<file path="config.mk">
export PLATFORM = sky130hd
export DESIGN_NAME = da_obc_fir
export DESIGN_NICKNAME = d
export VERILOG_FILES = /design/src/rtl/fir_da_pkg.sv /design/src/rtl/da_tap_line.sv /design/src/rtl/da_obc_part.sv /design/src/rtl/da_csa_acc.sv /design/src/rtl/da_obc_fir.sv
export SDC_FILE = /design/constraint.sdc
export NUM_CORES = 1
export LEC_CHECK = 0
export ABC_AREA = 1
export BUFFER_PORTS_ARGS = -buffer_cell sky130_fd_sc_hd__buf_2
export CAP_MARGIN = 25
export CORE_MARGIN = 4
export CORE_UTILIZATION = 35
export CTS_BUF_LIST = sky130_fd_sc_hd__clkbuf_4
export CTS_CLUSTER_SIZE = 40
export DETAILED_ROUTE_END_ITERATION = 8
export PLACE_DENSITY = 0.57
export SETUP_SLACK_MARGIN = 0.15
export SLEW_MARGIN = 15
export SYNTH_ARGS = -nofsm -noshare
export SYNTH_HDL_FRONTEND = slang
export SYNTH_SLANG_ARGS = --single-unit
</file>
<file path="constraint.sdc">
create_clock -name clk_i -period 2.9 [get_ports clk_i]
set_input_delay 0.435 -clock clk_i [delete_from_list [all_inputs] [get_ports clk_i]]
set_output_delay 0.435 -clock clk_i [all_outputs]
set_load 0.05 [all_outputs]
</file>
<file path="src/rtl/fir_da_pkg.sv">
package fir_da_pkg;

  typedef struct packed {
    logic vld;
    logic first;
    logic last;
  } slot_t;

  localparam int unsigned DEF_TAPS   = 4;
  localparam int unsigned DEF_DATA_W = 8;
  localparam int unsigned DEF_COEF_W = 8;

endpackage

</file>
<file path="src/rtl/da_tap_line.sv">
module da_tap_line #(
  parameter int unsigned TAPS   = 4,
  parameter int unsigned DATA_W = 8,
  localparam int unsigned BIT_W = $clog2(DATA_W)
) (
  input  logic              clk_i,
  input  logic              rst_ni,
  input  logic              load_i,
  input  logic [DATA_W-1:0] sample_i,
  input  logic [BIT_W-1:0]  bit_i,
  output logic [TAPS-1:0]   slice_o
);

  logic [DATA_W-1:0] taps_q [TAPS];

  for (genvar k = 0; k < TAPS; k++) begin : g_tap
    if (k == 0) begin : g_head
      always_ff @(posedge clk_i or negedge rst_ni) begin
        if (!rst_ni)     taps_q[k] <= '0;
        else if (load_i) taps_q[k] <= sample_i;
      end
    end else begin : g_body
      always_ff @(posedge clk_i or negedge rst_ni) begin
        if (!rst_ni)     taps_q[k] <= '0;
        else if (load_i) taps_q[k] <= taps_q[k-1];
      end
    end
    assign slice_o[k] = taps_q[k][bit_i];
  end

endmodule

</file>
<file path="src/rtl/da_obc_part.sv">
module da_obc_part #(
  parameter int unsigned TPP    = 2,
  parameter int unsigned COEF_W = 8,
  parameter int unsigned T_W    = 11,
  parameter logic [TPP*COEF_W-1:0] PCOEF = '0
) (
  input  logic                  clk_i,
  input  logic                  rst_ni,
  input  logic                  vld_i,
  input  logic                  neg_i,
  input  logic [TPP-1:0]        bits_i,
  output logic signed [T_W-1:0] part_o
);

  localparam int unsigned IDX_W   = TPP - 1;
  localparam int unsigned ENTRIES = 1 << IDX_W;

  // stored half: top address bit is 0, every bit counts as +1 or -1
  function automatic logic signed [T_W-1:0] obc_entry(input int unsigned e);
    logic signed [T_W-1:0] acc;
    logic signed [T_W-1:0] h;
    acc = '0;
    for (int unsigned j = 0; j < TPP; j++) begin
      h = T_W'(signed'(PCOEF[j*COEF_W +: COEF_W]));
      if (j == TPP - 1 || ((e >> j) & 1) == 0) acc = acc - h;
      else                                      acc = acc + h;
    end
    return acc;
  endfunction

  function automatic logic signed [T_W-1:0] part_sum();
    logic signed [T_W-1:0] acc;
    acc = '0;
    for (int unsigned j = 0; j < TPP; j++)
      acc = acc + T_W'(signed'(PCOEF[j*COEF_W +: COEF_W]));
    return acc;
  endfunction

  localparam logic signed [T_W-1:0] PSUM = part_sum();

  logic signed [T_W-1:0] rom [ENTRIES];
  for (genvar e = 0; e < ENTRIES; e++) begin : g_rom
    assign rom[e] = obc_entry(e);
  end

  logic                  msb;
  logic [IDX_W-1:0]      idx;
  logic signed [T_W-1:0] raw;
  logic signed [T_W-1:0] val;

  always_comb begin
    msb = bits_i[TPP-1];
    idx = msb ? ~bits_i[IDX_W-1:0] : bits_i[IDX_W-1:0];
    raw = rom[idx];
    // mirror fold and sign-bit weight both flip the sign
    val = (msb ^ neg_i) ? -raw : raw;
  end

  always_ff @(posedge clk_i or negedge rst_ni) begin
    if (!rst_ni)    part_o <= '0;
    else if (vld_i) part_o <= val;
  end

  assert_obc_fold_R2: assert property (@(posedge clk_i) disable iff (!rst_ni)
    (vld_i && ((&bits_i && !neg_i) || (bits_i == '0 && neg_i))) |=> (part_o == PSUM));

endmodule

</file>
<file path="src/rtl/da_csa_acc.sv">
module da_csa_acc #(
  parameter int unsigned ACC_W = 20,
  parameter int unsigned T_W   = 11,
  parameter int unsigned PARTS = 2,
  parameter int unsigned BITS  = 8
) (
  input  logic                   clk_i,
  input  logic                   rst_ni,
  input  logic                   vld_i,
  input  logic                   first_i,
  input  logic                   last_i,
  input  logic [PARTS*T_W-1:0]   parts_i,
  output logic [ACC_W-1:0]       sum_o,
  output logic [ACC_W-1:0]       carry_o,
  output logic                   done_o
);

  localparam int unsigned CNT_W = $clog2(BITS + 1);

  logic [ACC_W-1:0] s_n, c_n, ext, maj;

  // MSB first: doubling a carry-save pair is exact
  always_comb begin
    s_n = first_i ? '0 : {sum_o[ACC_W-2:0], 1'b0};
    c_n = first_i ? '0 : {carry_o[ACC_W-2:0], 1'b0};
    ext = '0;
    maj = '0;
    for (int unsigned p = 0; p < PARTS; p++) begin
      ext = ACC_W'(signed'(parts_i[p*T_W +: T_W]));
      maj = (s_n & c_n) | (s_n & ext) | (c_n & ext);
      s_n = s_n ^ c_n ^ ext;
      c_n = {maj[ACC_W-2:0], 1'b0};
    end
  end

  always_ff @(posedge clk_i or negedge rst_ni) begin
    if (!rst_ni) begin
      sum_o   <= '0;
      carry_o <= '0;
      done_o  <= 1'b0;
    end else begin
      if (vld_i) begin
        sum_o   <= s_n;
        carry_o <= c_n;
      end
      done_o <= vld_i & last_i;
    end
  end

  logic [CNT_W-1:0] seen_q;
  always_ff @(posedge clk_i or negedge rst_ni) begin
    if (!rst_ni)    seen_q <= '0;
    else if (vld_i) seen_q <= first_i ? CNT_W'(1) : seen_q + 1'b1;
  end

  assert_bit_count_R3: assert property (@(posedge clk_i) disable iff (!rst_ni)
    (vld_i && last_i && !first_i) |-> ((seen_q + 1'b1) == CNT_W'(BITS)));

  assert_first_last_R3: assert property (@(posedge clk_i) disable iff (!rst_ni)
    vld_i |-> !(first_i && last_i));

endmodule

</file>
<file path="src/rtl/da_obc_fir.sv">
module da_obc_fir
  import fir_da_pkg::*;
#(
  parameter int unsigned TAPS   = DEF_TAPS,
  parameter int unsigned PARTS  = 2,
  parameter int unsigned DATA_W = DEF_DATA_W,
  parameter int unsigned COEF_W = DEF_COEF_W,
  parameter int unsigned OUT_W  = 18,
  parameter logic [TAPS*COEF_W-1:0] COEFS = 32'h807F_D307
) (
  input  logic                     clk_i,
  input  logic                     rst_ni,
  input  logic                     in_valid_i,
  input  logic signed [DATA_W-1:0] sample_i,
  output logic                     out_valid_o,
  output logic signed [OUT_W-1:0]  result_o
);

  localparam int unsigned TPP   = TAPS / PARTS;
  localparam int unsigned T_W   = COEF_W + $clog2(TAPS) + 1;
  localparam int unsigned ACC_W = OUT_W + 2;
  localparam int unsigned BIT_W = $clog2(DATA_W);
  localparam int unsigned LAT   = DATA_W + 2;
  localparam int unsigned LC_W  = $clog2(LAT + 1);

  function automatic logic signed [ACC_W-1:0] coef_sum();
    logic signed [ACC_W-1:0] acc;
    acc = '0;
    for (int unsigned k = 0; k < TAPS; k++)
      acc = acc + ACC_W'(signed'(COEFS[k*COEF_W +: COEF_W]));
    return acc;
  endfunction

  localparam logic signed [ACC_W-1:0] CORR = -coef_sum();

  logic                   run_q;
  logic [BIT_W-1:0]       bit_q;
  slot_t                  s1_q;
  logic                   acc_done;
  logic                   idle;
  logic                   accept;
  logic                   sign_cyc;
  logic [TAPS-1:0]        slice;
  logic [PARTS*T_W-1:0]   parts_flat;
  logic [ACC_W-1:0]       acc_s, acc_c, full_sum;

  assign idle     = !run_q && !s1_q.vld && !acc_done;
  assign accept   = in_valid_i && idle;
  assign sign_cyc = run_q && (bit_q == BIT_W'(DATA_W - 1));

  always_ff @(posedge clk_i or negedge rst_ni) begin
    if (!rst_ni) begin
      run_q <= 1'b0;
      bit_q <= '0;
    end else if (accept) begin
      run_q <= 1'b1;
      bit_q <= BIT_W'(DATA_W - 1);
    end else if (run_q) begin
      if (bit_q == '0) run_q <= 1'b0;
      else             bit_q <= bit_q - 1'b1;
    end
  end

  always_ff @(posedge clk_i or negedge rst_ni) begin
    if (!rst_ni) s1_q <= '0;
    else         s1_q <= '{vld: run_q, first: sign_cyc, last: run_q && (bit_q == '0)};
  end

  da_tap_line #(
    .TAPS   (TAPS),
    .DATA_W (DATA_W)
  ) u_taps (
    .clk_i    (clk_i),
    .rst_ni   (rst_ni),
    .load_i   (accept),
    .sample_i (sample_i),
    .bit_i    (bit_q),
    .slice_o  (slice)
  );

  for (genvar p = 0; p < PARTS; p++) begin : g_part
    da_obc_part #(
      .TPP    (TPP),
      .COEF_W (COEF_W),
      .T_W    (T_W),
      .PCOEF  (COEFS[p*TPP*COEF_W +: TPP*COEF_W])
    ) u_part (
      .clk_i  (clk_i),
      .rst_ni (rst_ni),
      .vld_i  (run_q),
      .neg_i  (sign_cyc),
      .bits_i (slice[p*TPP +: TPP]),
      .part_o (parts_flat[p*T_W +: T_W])
    );
  end

  da_csa_acc #(
    .ACC_W (ACC_W),
    .T_W   (T_W),
    .PARTS (PARTS),
    .BITS  (DATA_W)
  ) u_acc (
    .clk_i   (clk_i),
    .rst_ni  (rst_ni),
    .vld_i   (s1_q.vld),
    .first_i (s1_q.first),
    .last_i  (s1_q.last),
    .parts_i (parts_flat),
    .sum_o   (acc_s),
    .carry_o (acc_c),
    .done_o  (acc_done)
  );

  // result is held in doubled units, so one right shift is exact
  assign full_sum = acc_s + acc_c + CORR;

  always_ff @(posedge clk_i or negedge rst_ni) begin
    if (!rst_ni) begin
      out_valid_o <= 1'b0;
      result_o    <= '0;
    end else begin
      out_valid_o <= acc_done;
      if (acc_done) result_o <= full_sum[OUT_W:1];
    end
  end

  assert_exact_half_R2: assert property (@(posedge clk_i) disable iff (!rst_ni)
    acc_done |-> (full_sum[0] == 1'b0));

  assert_no_overflow_R6: assert property (@(posedge clk_i) disable iff (!rst_ni)
    acc_done |-> ((&full_sum[ACC_W-1:OUT_W]) || !(|full_sum[ACC_W-1:OUT_W])));

  assert_pulse_R3: assert property (@(posedge clk_i) disable iff (!rst_ni)
    out_valid_o |=> !out_valid_o);

  always @(posedge clk_i) begin
    if (!rst_ni) assert_reset_R1: assert (!out_valid_o && result_o == '0);
  end

  logic            lat_run_q;
  logic [LC_W-1:0] lat_cnt_q;
  always_ff @(posedge clk_i or negedge rst_ni) begin
    if (!rst_ni) begin
      lat_run_q <= 1'b0;
      lat_cnt_q <= '0;
    end else if (accept) begin
      lat_run_q <= 1'b1;
      lat_cnt_q <= '0;
    end else if (out_valid_o) begin
      lat_run_q <= 1'b0;
    end else if (lat_run_q) begin
      lat_cnt_q <= lat_cnt_q + 1'b1;
    end
  end

  assert_latency_R3: assert property (@(posedge clk_i) disable iff (!rst_ni)
    out_valid_o |-> (lat_run_q && lat_cnt_q == LC_W'(LAT)));

  assert_accept_idle_R4: assert property (@(posedge clk_i) disable iff (!rst_ni)
    accept |-> (!lat_run_q || out_valid_o));

endmodule

</file>
### Yosys cells after proc, flatten, opt, wreduce, memory -nomap -nowiden

Index checks and enable logic that the tools add are counted.

| operators by class | value |
|---|---|
| add/subtract/negate cells | 5 |
| order comparisons | 3 |
| equality and inequality tests | 2 |
| mux-type cells | 26 |
| bitwise operators | 21 |
| reduce and logical (&&, ||, !) cells | 11 |

Operator list:

| operator | count |
|---|---|
| $and 18x18->18 | 6 |
| $xor 19x19->19 | 4 |
| $or 18x18->18 | 4 |
| $mux 11 | 6 |
| $mux 19 | 2 |
| $neg 11->11 | 2 |
| $add 19x19->19 | 1 |
| $add 19x6->19 const B | 1 |
| $bmux 1 s3 | 4 |
| $mux 1 | 9 |
| $mux 3 | 3 |
| $mux 8 | 1 |
| $logic_and 1x1->1 | 5 |
| $mux 5 | 1 |
| $ge 2x2->1 const B | 2 |
| $lt 3x4->1 const B | 1 |
| $not 1->2 | 2 |
| $eq 3x3->1 const B | 1 |
| $logic_not 1->1 | 3 |
| $logic_not 3->1 | 1 |
| $sub 3x1->3 const B | 1 |
| $ne 2x2->1 const B | 1 |
| $not 1->1 | 2 |
| $reduce_and 2->1 | 1 |
| other kinds (3) | 4 |

| storage, ports and cells | value |
|---|---|
| bits in registers | 118 |
| input bits | 11 |
| output and inout port bits | 19 |
| logic and storage cells | 84 |

### Logic depth before layout (Yosys ltp)

Gate-level depths: netlist (run 1).

| logic depth | value |
|---|---|
| word-level depth | 10 |
| depth in mapped cells | 15 |
| mapped depth without buffers | 15 |

### Hierarchy

From an unflattened synthesis (run 1), not the netlist that was laid out.

| unflattened totals | value |
|---|---|
| cell total of the unflattened synthesis | 836 |
| area, all modules | 6802.8 um2 |

Modules (own cells, without submodules):

| module | times used | cells an instance | area an instance (um2) | seq. area each (um2) |
|---|---|---|---|---|
| da_csa_acc | 1 | 257 | 2558.7 | 1001.0 |
| da_obc_fir | 1 | 300 | 2183.3 | 650.6 |
| da_tap_line | 1 | 210 | 1570.3 | 800.8 |
| da_obc_part at g_part[0].u_part | 1 | 43 | 294.0 | 125.1 |
| da_obc_part at g_part[1].u_part | 1 | 26 | 196.4 | 75.1 |

### Least setup slack after synthesis (run 1)

Ideal clock, no wire load.

| path | value |
|---|---|
| path type | flip-flop to flip-flop |
| from | register, netlist name g_part[0].u_part.part_o[9] |
| to | register u_acc.sum_o[3] |
| setup time | 0.132 ns |
| data arrival time | 2.025 ns |
| data required time | 2.768 ns |
| setup slack | 0.743 ns |
| cell stages (with the launch flop) | 5 |
| buffers on the path | 0 |
| period minus slack after synthesis | 2.157 ns |
| cell sequence | dfrtp_1 > inv_1 > fa_1 > fa_1 > o21ai_0 |

RTL lines:

| element | line | source |
|---|---|---|
| end signal, assigned | da_csa_acc.sv:43 | `sum_o <= s_n;` |
| end, declared | da_csa_acc.sv:13 | `output logic [ACC_W-1:0] sum_o,` |

### Worst setup path in the final report (run 1)

| path | value |
|---|---|
| from | register s1_q[1] in the netlist's numbering |
| to | register u_acc.sum_o[15] |

| on the way | value |
|---|---|
| word-level cells in the longest chain between the ends | 6 |
| elaborated cells on any way between the ends | 11 |
| those cells by class | mux: 2; bitwise: 9 |

RTL lines:

| element | line | source |
|---|---|---|
| start, declared | da_obc_fir.sv:38 | `slot_t s1_q;` |
| start signal, assigned | da_obc_fir.sv:66 | `else s1_q <= '{vld: run_q, first: sign_cyc, last: run_q && (bit_q == '0)};` |
| $mux 19, on equally long branches | da_csa_acc.sv:24, da_csa_acc.sv:25 |  |
| $and 18x18->18 | da_csa_acc.sv:30 | `maj = (s_n & c_n) \| (s_n & ext) \| (c_n & ext);` |
| $or 18x18->18 (2 in series) | da_csa_acc.sv:30 |  |
| $xor 19x19->19 * (2 in series) | da_csa_acc.sv:31 | `s_n = s_n ^ c_n ^ ext;` |
| via u_acc.s_n[15] | da_csa_acc.sv:20 | `logic [ACC_W-1:0] s_n, c_n, ext, maj;` |

The timed path passes the listed nets; every way through them passes the cells marked *.
A chain may end at the register's enable or synchronous reset.

==> results of run 1 <==
[worst min path at each step]
stage,from,end,slack (ps),depth (start not counted)
3_3_place_gp,result_o[0],result_o[0],450,2
6_report,sample_i[1],u_taps.taps_q[25],100,3
3_5_place_dp,g_part[1].u_part.part_o[0],g_part[1].u_part.part_o[0],460,1
4_1_cts,sample_i[1],u_taps.taps_q[25],50,3
5_1_grt,sample_i[2],u_taps.taps_q[26],70,3
2_1_floorplan,rst_ni,bit_q[0],140,0
[state kept, by name, indices dropped and copies added (netlist names)]
| signal | cells |
|---|---|
| run_q | 1 |
| bit_q | 3 |
| u_acc.sum_o | 19 |
| s1_q | 3 |
| g_part.u_part.part_o | 8 |
| u_acc.carry_o | 17 |
| out_valid_o | 1 |
| result_o | 18 |
| u_acc.done_o | 1 |
| u_taps.taps_q | 32 |
[final cells by class]
class	count	area, µm²	share of cell area (%)
sequential	103	2580	37.4
clock inverter	7	76.3	1.11
multi-input combinational	545	3280	47.5
antenna	1	2.50	0.0363
inverter	98	368	5.33
tap	229	287	4.15
clock buffer	9	67.6	0.979
timing repair buffer	40	245	3.55
[critical path: stages (launching register included)]
cell,delay (ps)
dfrtp_1,430
inv_1,60
buf_4,290
nand2_1,140
fa_1,520
inv_1,50
fa_1,500
nand2_1,60
nand2_1,80
[metrics by stage]
| stage | setup WS (ps) | std cells |
|---|---|---|
| 6_report | 716 | 1032 |
| 5_1_grt | 516 | 1032 |
| 4_1_cts | 696 | 1031 |
| 3_5_place_dp | 723 | 1014 |
| 3_3_place_gp | 794 | 1014 |
| 2_1_floorplan | 743 | 772 |
[cells by family after synthesis]
logic type / share of synthesized area [%]
xor gates and xnor gates: 1.65
buffers and inverters: 8.13
DFF: 40.4
and+or+nand+nor: 22.3
adders and majority gates: 18.3
AOI/OAI and AO/OA: 9.19
[cell usage in the layout, fill, tap and decap left out, drive strengths merged]
cell type	synthesis	layout
o21ai	71	71
nand3b	5	5
nor2	21	21
a31oi	2	2
nor3	2	2
clkinv	0	2
xnor2	9	9
clkbuf	11	9
dlygate4sd3	0	1
xor2	3	3
o211ai	6	6
and2	2	2
a41oi	1	1
nand4	2	2
or2	3	3
inv	98	103
nand2	294	294
buf	15	39
a21oi	27	27
diode	0	1
fa	32	32
ha	42	42
dfrtp	103	103
nand3	23	23
[metal layers]
metal  GRT usage [%]  vias up  routed length, µm
met5               0        -                  0
met2            20.6       63               5370
met3            2.75        9                436
met4            3.30        0                148
li1                -     2456                  -
met1            18.5     2113               6230
[what timing repair did]
item | 4_1_cts | 5_1_grt
hold buffers | 1 | 0
hold endpoints to repair | 50 | 0
resized for setup | 0 | 0
endpoints found under the setup margin | 0 | 0
==> results.txt, run 1 <==
Final Cell Area = 6900 µm²
Leading area contributor after synthesis = dfrtp_1
Post-route ant nets = 0
Setup violators final = 0
Port bufs = 29
Final wirelength = 12.2 mm
Reg2Reg Setup Slack = 720 ps
Initial antenna violation count = 1
Synth area leaders = dfrtp_1 40%, nand2_1 17%, fa_1 10%, ha_1 8.2%, inv_1 5.4%
IO Count = 30
Post-route core utilization = 38.4%
RR Startpoint = s1_q[1]
Die area = 20400 µm²
Cell area after placement = 6740 µm²
Syn Nets = 857
Largest net degree at the start of global routing = 54
Top-count cell post-synth = nand2_1
Hold slack = 100 ps
Min Tclk post-route = 2180 ps
Mapped cell area = 6370 µm²
Worst slew pin tran = 812 ps
TritonCTS buffer count = 9
Worst skew pair latency = 510 ps
Post-synth ARST share = 100%
Worst Setup SP = s1_q[1]
Iteration-0 DRC Markers = 206
Final weighted congestion in routability-driven placement = 0.808
Clock transition at the registers of the reported paths = 200 ps
Pre-antenna DRT Iters = 4
# Post-CTS Setup Buffers = 0
CP Launch Type = register
Critical Path RT = 3350 ps
Peak Freq = 458 MHz
Die Span Y = 143 µm
Drt drc = 0
Placement row count = 49
Vias per inst = 4.50
Max-Cap Viols = 0
Vias = 4641
Overall routing resource usage = 13.1%
CP Capture Point = u_acc.sum_o[15]
First-pass GRT wire length = 21.9 mm
Initial Util = 35.5%
Fin nets = 882
Min-delay worst type = in -> reg
RSZ-0062 raised after global routing = no
Ys flop type = dfrtp_1
Status = finished, final reports clean
Yosys warns = 0
Area grow syn2layout = 8.29%
CP Data Arrival Time = 2630 ps
EDFF count, synth = 0
CP Capture Type = register
Vias in the first global route = 4564
Setup TNS = 0 ps
Clk sinks = 103
Worst Reg-to-Reg Cells = 8
Maximum level of the CTS H-tree = 3
Reg2reg end = u_acc.sum_o[15]
Layout cell share with drive strength beyond 1 = 9.73%
Core area = 18000 µm²
TritonCTS clock tree = done
Synth cell types = 33
Final-report hold violation count = 0
Gate Count Post-Synth = 772
Synthesized area per cell = 8.25 µm²
Sequential-to-total area share from yosys stat = 40.4%
Grt total ovfl = 0
Max-slew violation count = 0
Die width = 143 µm
Avg WL per Cell = 11.8 µm
Share of the synthesized area in the top cell type = 40.4%
CTS root buf = clkbuf_4
Max FO, Critical Path = 31
Dpl hpwl = 8.87 mm
Final critical-path share of the clock period = 75.3%
Setup Skew = 31.7 ps
Critical path class = reg -> reg
Filler cells = 1866
CTS max path bufs = 2
Relative slew slack = 45.9%
Post-synthesis sequential element count = 103
Post-synth top cells = 289 x nand2_1, 103 x dfrtp_1, 92 x inv_1
Power of run 1 is not shown: default switching activity piles up to over one toggle a cycle in this logic, so the estimate is an artifact.
==> run 2: changes to the inputs <==
==> constraint.sdc (replaced) <==
create_clock -name clk_i -period 2.1 [get_ports clk_i]
set_input_delay 0.315 -clock clk_i [delete_from_list [all_inputs] [get_ports clk_i]]
set_output_delay 0.315 -clock clk_i [all_outputs]
set_load 0.05 [all_outputs]
==> run 2 against run 1 <==
  * Register-to-register slack worse by 650 ps
  * Clock-buffer cell count stayed put
  * Sequential cell count stayed put
  * Fmax is 7.2% higher
  * Via count is 8.1% higher
  * Setup slack worse by 650 ps
  * First-iteration DRC count is 5.8% higher
  * Cell count is 4.9% higher
  * Largest cell class unchanged
  * Clock skew is 9.2 ps lower
  * Critical endpoint is now u_acc.sum_o[17]
  * Die area stayed put
  * Design area is 17% higher
  * Non-clock buffer count is 52 higher
==> results.txt, run 2 (synthesis results as in run 1) <==
IO Count = 30
CP Launch Type = register
Post-route ant nets = 0
First-pass GRT wire length = 23.9 mm
Most frequent cells in the layout = 244 x nand2_1, 101 x dfrtp_1, 76 x inv_1
Clock transition at the registers of the reported paths = 170 ps
Pre-antenna DRT Iters = 5
Hold slack = 301 ps
Avg WL per Cell = 12.9 µm
Worst slew pin tran = 782 ps
Overall routing resource usage = 14.2%
Largest registers = u_taps.taps_q: 32 flops, u_acc.sum_o: 19 flops, result_o: 18 flops
Maximum level of the CTS H-tree = 3
# diodes = 0
Min-delay worst type = in -> async
Worst path slowest cell = fa_1
RSZ-0062 raised after global routing = yes
Largest net degree at the start of global routing = 38
Reg2reg end = u_acc.sum_o[17]
Port bufs = 29
Largest register by flop count = u_taps.taps_q
Maximum single-stage delay on the critical path = 540 ps
Die width = 143 µm
CP Data Arrival Time = 2470 ps
Peak Freq = 491 MHz
Register area = 2580 µm²
Reg2Reg Setup Slack = 60 ps
Vias = 5015
Die Span Y = 143 µm
Final wirelength = 14.0 mm
Status = finished, final reports clean
Worst skew pair latency = 500 ps
Grt total ovfl = 0
Clk sinks = 103
Final-report hold violation count = 0
RR Startpoint = s1_q[1]
Setup violators final = 0
Setup Skew = 22.5 ps
Max reg flops = 32
Final weighted congestion in routability-driven placement = 0.794
CP Capture Type = register
Iteration-0 DRC Markers = 218
Vias in the first global route = 4892
Fin nets = 934
Worst Setup SP = s1_q[1]
CP Capture Point = u_acc.sum_o[17]
Initial antenna violation count = 0
Die area = 20400 µm²
CTS max path bufs = 2
Critical path class = reg -> reg
TritonCTS clock tree = done
Area of the multi-input gates = 3950 µm²
Final Cell Area = 8080 µm²
Max-slew violation count = 0
CTS root buf = clkbuf_4
Filler cells = 1750
Max FO, Critical Path = 6
Commonest non-fill, non-tap cell in the layout = nand2_1
Worst Reg-to-Reg Cells = 8
Dpl hpwl = 9.18 mm
Layout cell share with drive strength beyond 1 = 27.8%
Post-route core utilization = 45.0%
Area grow syn2layout = 26.8%
Core area = 18000 µm²
Relative slew slack = 47.9%
Crit path cell chain = clkinv_4 -> clkbuf_16 -> nand2_4 -> fa_1 -> inv_2 -> fa_1 -> nand2_1 -> nand2_1
Critical Path RT = 2530 ps
Placement row count = 49
TritonCTS buffer count = 9
Vias per inst = 4.63
Cell area after placement = 6850 µm²
Max-Cap Viols = 0
Final critical-path share of the clock period = 97.0%
Drt drc = 0
Min Tclk post-route = 2040 ps
Initial Util = 35.5%
run 2: worst min path at each step:
stage | slack (ps) | end
after floorplan | 20 | bit_q[0]
after global placement | 320 | result_o[0]
after detailed placement | 320 | result_o[2]
after CTS | 310 | u_acc.done_o
after global routing | 320 | u_acc.done_o
final | 300 | result_o[0]
run 2: stage by stage:
step / setup slack [ps] / TNS, ps / cells
after floorplan: 155 / 0 / 772
after global placement: 63.7 / 0 / 1021
after detailed placement: 5.21 / 0 / 1021
after CTS: 27.9 / 0 / 1064
after global routing: -23.8 / -81.7 / 1083
final: 62.9 / 0 / 1083
run 2: critical path, delay by kind of cell, from the launching register on:
family / cells / cell delay, ps
AND/OR/NAND/NOR: 3 / 180
flip-flops: 1 / 440
adder cells (fa/ha/maj): 2 / 1010
buffers and inverters: 3 / 340
run 2: area by class of cell:
type                    instances  share of cell area (%)
clock inverters                 7                   0.666
clock buffers                   9                   0.836
multi-input cells             545                    48.8
well taps                     229                    3.55
inverters                      98                    4.69
repair buffers                 92                    9.51
flip-flops and latches        103                    31.9
run 2: repair_timing:
item	in CTS	in global routing
pin swaps	5	62
setup buffers	17	17
gates cloned	1	2
hold buffers	9	0
endpoints found under the hold margin	39	0
resized for setup	33	115
endpoints found under the setup margin	41	46
run 2: layer usage:
| layer | up-vias | part of all wire (%) | track usage, % |
|---|---|---|---|
| li1 | 2567 | - | - |
| met1 | 2363 | 49 | 20.3 |
| met3 | 14 | 3.5 | 3.55 |
| met4 | 0 | 1.1 | 2.85 |
| met5 | - | 0 | 0 |
| met2 | 71 | 47 | 22.0 |
Power of run 2 is left out for the same reason.
==> run 3: changes to the inputs <==
--- a/config.mk
+++ b/config.mk
@@ -6,7 +6,7 @@
 export NUM_CORES = 1
 export LEC_CHECK = 0
 export ABC_AREA = 1
-export BUFFER_PORTS_ARGS = -buffer_cell sky130_fd_sc_hd__buf_2
+export BUFFER_PORTS_ARGS = -buffer_cell sky130_fd_sc_hd__buf_4
 export CAP_MARGIN = 25
 export CORE_MARGIN = 4
 export CORE_UTILIZATION = 35
==> run 3 against run 2 <==
  * The flow now finishes with violations (setup timing)
  * Register-to-register slack lost 90 ps
  * Fmax shrank 4.3%
  * Core utilization increased by 1.2 points
  * Clock-buffer cell count is the same
  * Worst hold slack hardly changed
  * Sequential share of layout area shrank 0.85 points
  * Routed wire length increased by 2.2%
  * Design area rose by 2.8%
  * Critical path depth rose by 1
  * Non-clock buffer count increased by 10
  * Clock skew grew 0.58 ps
  * Critical endpoint is now u_acc.sum_o[6]
  * Highest routed layer unchanged
==> results.txt, run 3 (synthesis results as in run 1) <==
TritonCTS buffer count = 9
Die width = 143 µm
CTS root buf = clkbuf_4
Peak Freq = 470 MHz
Vias = 4986
Dpl cells = 1024
Layout cell share with drive strength beyond 1 = 30.0%
Critical path class = reg -> reg
Clk sinks = 103
Critical Path RT = 2560 ps
Place WS = 2.27 ps
Grt total ovfl = 0
Worst skew pair latency = 500 ps
Most frequent cells in the layout = 249 x nand2_1, 100 x dfrtp_1, 82 x buf_4
CTS max path bufs = 2
Status = complete, but fails checks
Die Span Y = 143 µm
Largest register by flop count = u_taps.taps_q
Largest registers = u_taps.taps_q: 32 flops, u_acc.sum_o: 19 flops, result_o: 18 flops
Overall routing resource usage = 14.2%
Post-route ant nets = 0
Port bufs = 29
Initial antenna violation count = 1
Failing checks = setup timing
Setup Skew = 23.1 ps
Commonest non-fill, non-tap cell in the layout = nand2_1
Die area = 20400 µm²
CP Capture Type = register
Max-Cap Viols = 0
Core area = 18000 µm²
IO Count = 30
Worst slew pin tran = 898 ps
Max reg flops = 32
Initial Util = 35.5%
Min-delay worst type = in -> async
Iteration-0 DRC Markers = 230
Max FO, Critical Path = 8
Area grow syn2layout = 30.3%
Register area = 2580 µm²
Final-report hold violation count = 0
CP Launch Type = register
Final weighted congestion in routability-driven placement = 0.807
Hold slack = 302 ps
Vias in the first global route = 4849
Min Tclk post-route = 2130 ps
Final Instance Count excl. Fillers = 1094
First-pass GRT wire length = 23.8 mm
Largest net degree at the start of global routing = 38
Post-route core utilization = 46.2%
Vias per inst = 4.56
Placement row count = 49
Max-slew violation count = 0
Final Worst Setup Slack = -28.2 ps
Setup violators final = 6
Maximum level of the CTS H-tree = 3
Pre-antenna DRT Iters = 4
Final critical-path share of the clock period = 101%
CP Data Arrival Time = 2590 ps
Relative slew slack = 40.2%
Dpl hpwl = 9.20 mm
Worst Reg-to-Reg Cells = 9
Area of the multi-input gates = 3970 µm²
Final wirelength = 14.3 mm
Fin nets = 944
Filler cells = 1699
Avg WL per Cell = 13.1 µm
Drt drc = 0
TritonCTS clock tree = done
Clock transition at the registers of the reported paths = 190 ps
RSZ-0062 raised after global routing = yes
-- run 3: cell types whose count changed in the layout (fill, tap and decap cells not counted), moves of 5 or more --
cell,previous run,this run
fa_1,28,19
fa_2,4,13
buf_4,46,82
buf_2,28,0
nand2_2,37,30
nand2_1,244,249
-- run 3: worst paths after layout --
kind	startpoint	end	slack [ps]
worst max-delay path	s1_q[1]	u_acc.sum_o[6]	-30
worst min-delay path	rst_ni	u_acc.carry_o[8]	300
worst max register to register	s1_q[1]	u_acc.sum_o[6]	-30
worst min register to register	s1_q[0]	u_acc.done_o	470
max in group asynchronous	rst_ni	u_acc.sum_o[11]	1100
min in group clk_i	in_valid_i	run_q	380
-- run 3: critical path: stages, from the launching register on --
cell and delay (ps):
dfrtp_1 450, clkinv_4 110, buf_12 110, buf_16 130, nand2_4 50, fa_1 530, inv_2 50, fa_2 520
nand2_1 50, nand2_1 80
-- run 3: repair_timing --
action | CTS | global route
hold endpoints to repair | 41 | 0
pin swaps | 11 | 56
cloned | 2 | 2
gates resized for setup | 49 | 111
setup buffers | 18 | 22
setup endpoints to repair | 41 | 46
hold buffers | 9 | 0
-- run 3: stage by stage --
step                      area [µm²]  setup TNS (ps)
after floorplan                 6390               0
after global placement          6930               0
after detailed placement        6930               0
after CTS                       7610           -46.2
after global routing            8310           -1520
final                           8310           -85.9
-- run 3: area by class of cell --
| cell class | instances | share of cell area [%] |
|---|---|---|
| clock buffers | 9 | 0.813 |
| diodes | 1 | 0.0301 |
| clock inverters | 7 | 0.949 |
| repair buffers | 102 | 11.3 |
| flip-flops and latches | 103 | 31.1 |
| well taps | 229 | 3.45 |
| inverters | 98 | 4.53 |
| multi-input cells | 545 | 47.8 |
-- run 3: routing by layer --
metal	global-route usage, %	share of wire, %	wire [µm]
met5	0	0	0
met1	19.9	49	6970
met3	2.65	2.6	375
met2	22.6	48	6790
met4	3.85	1.1	154
Power of run 3 is left out for the same reason.
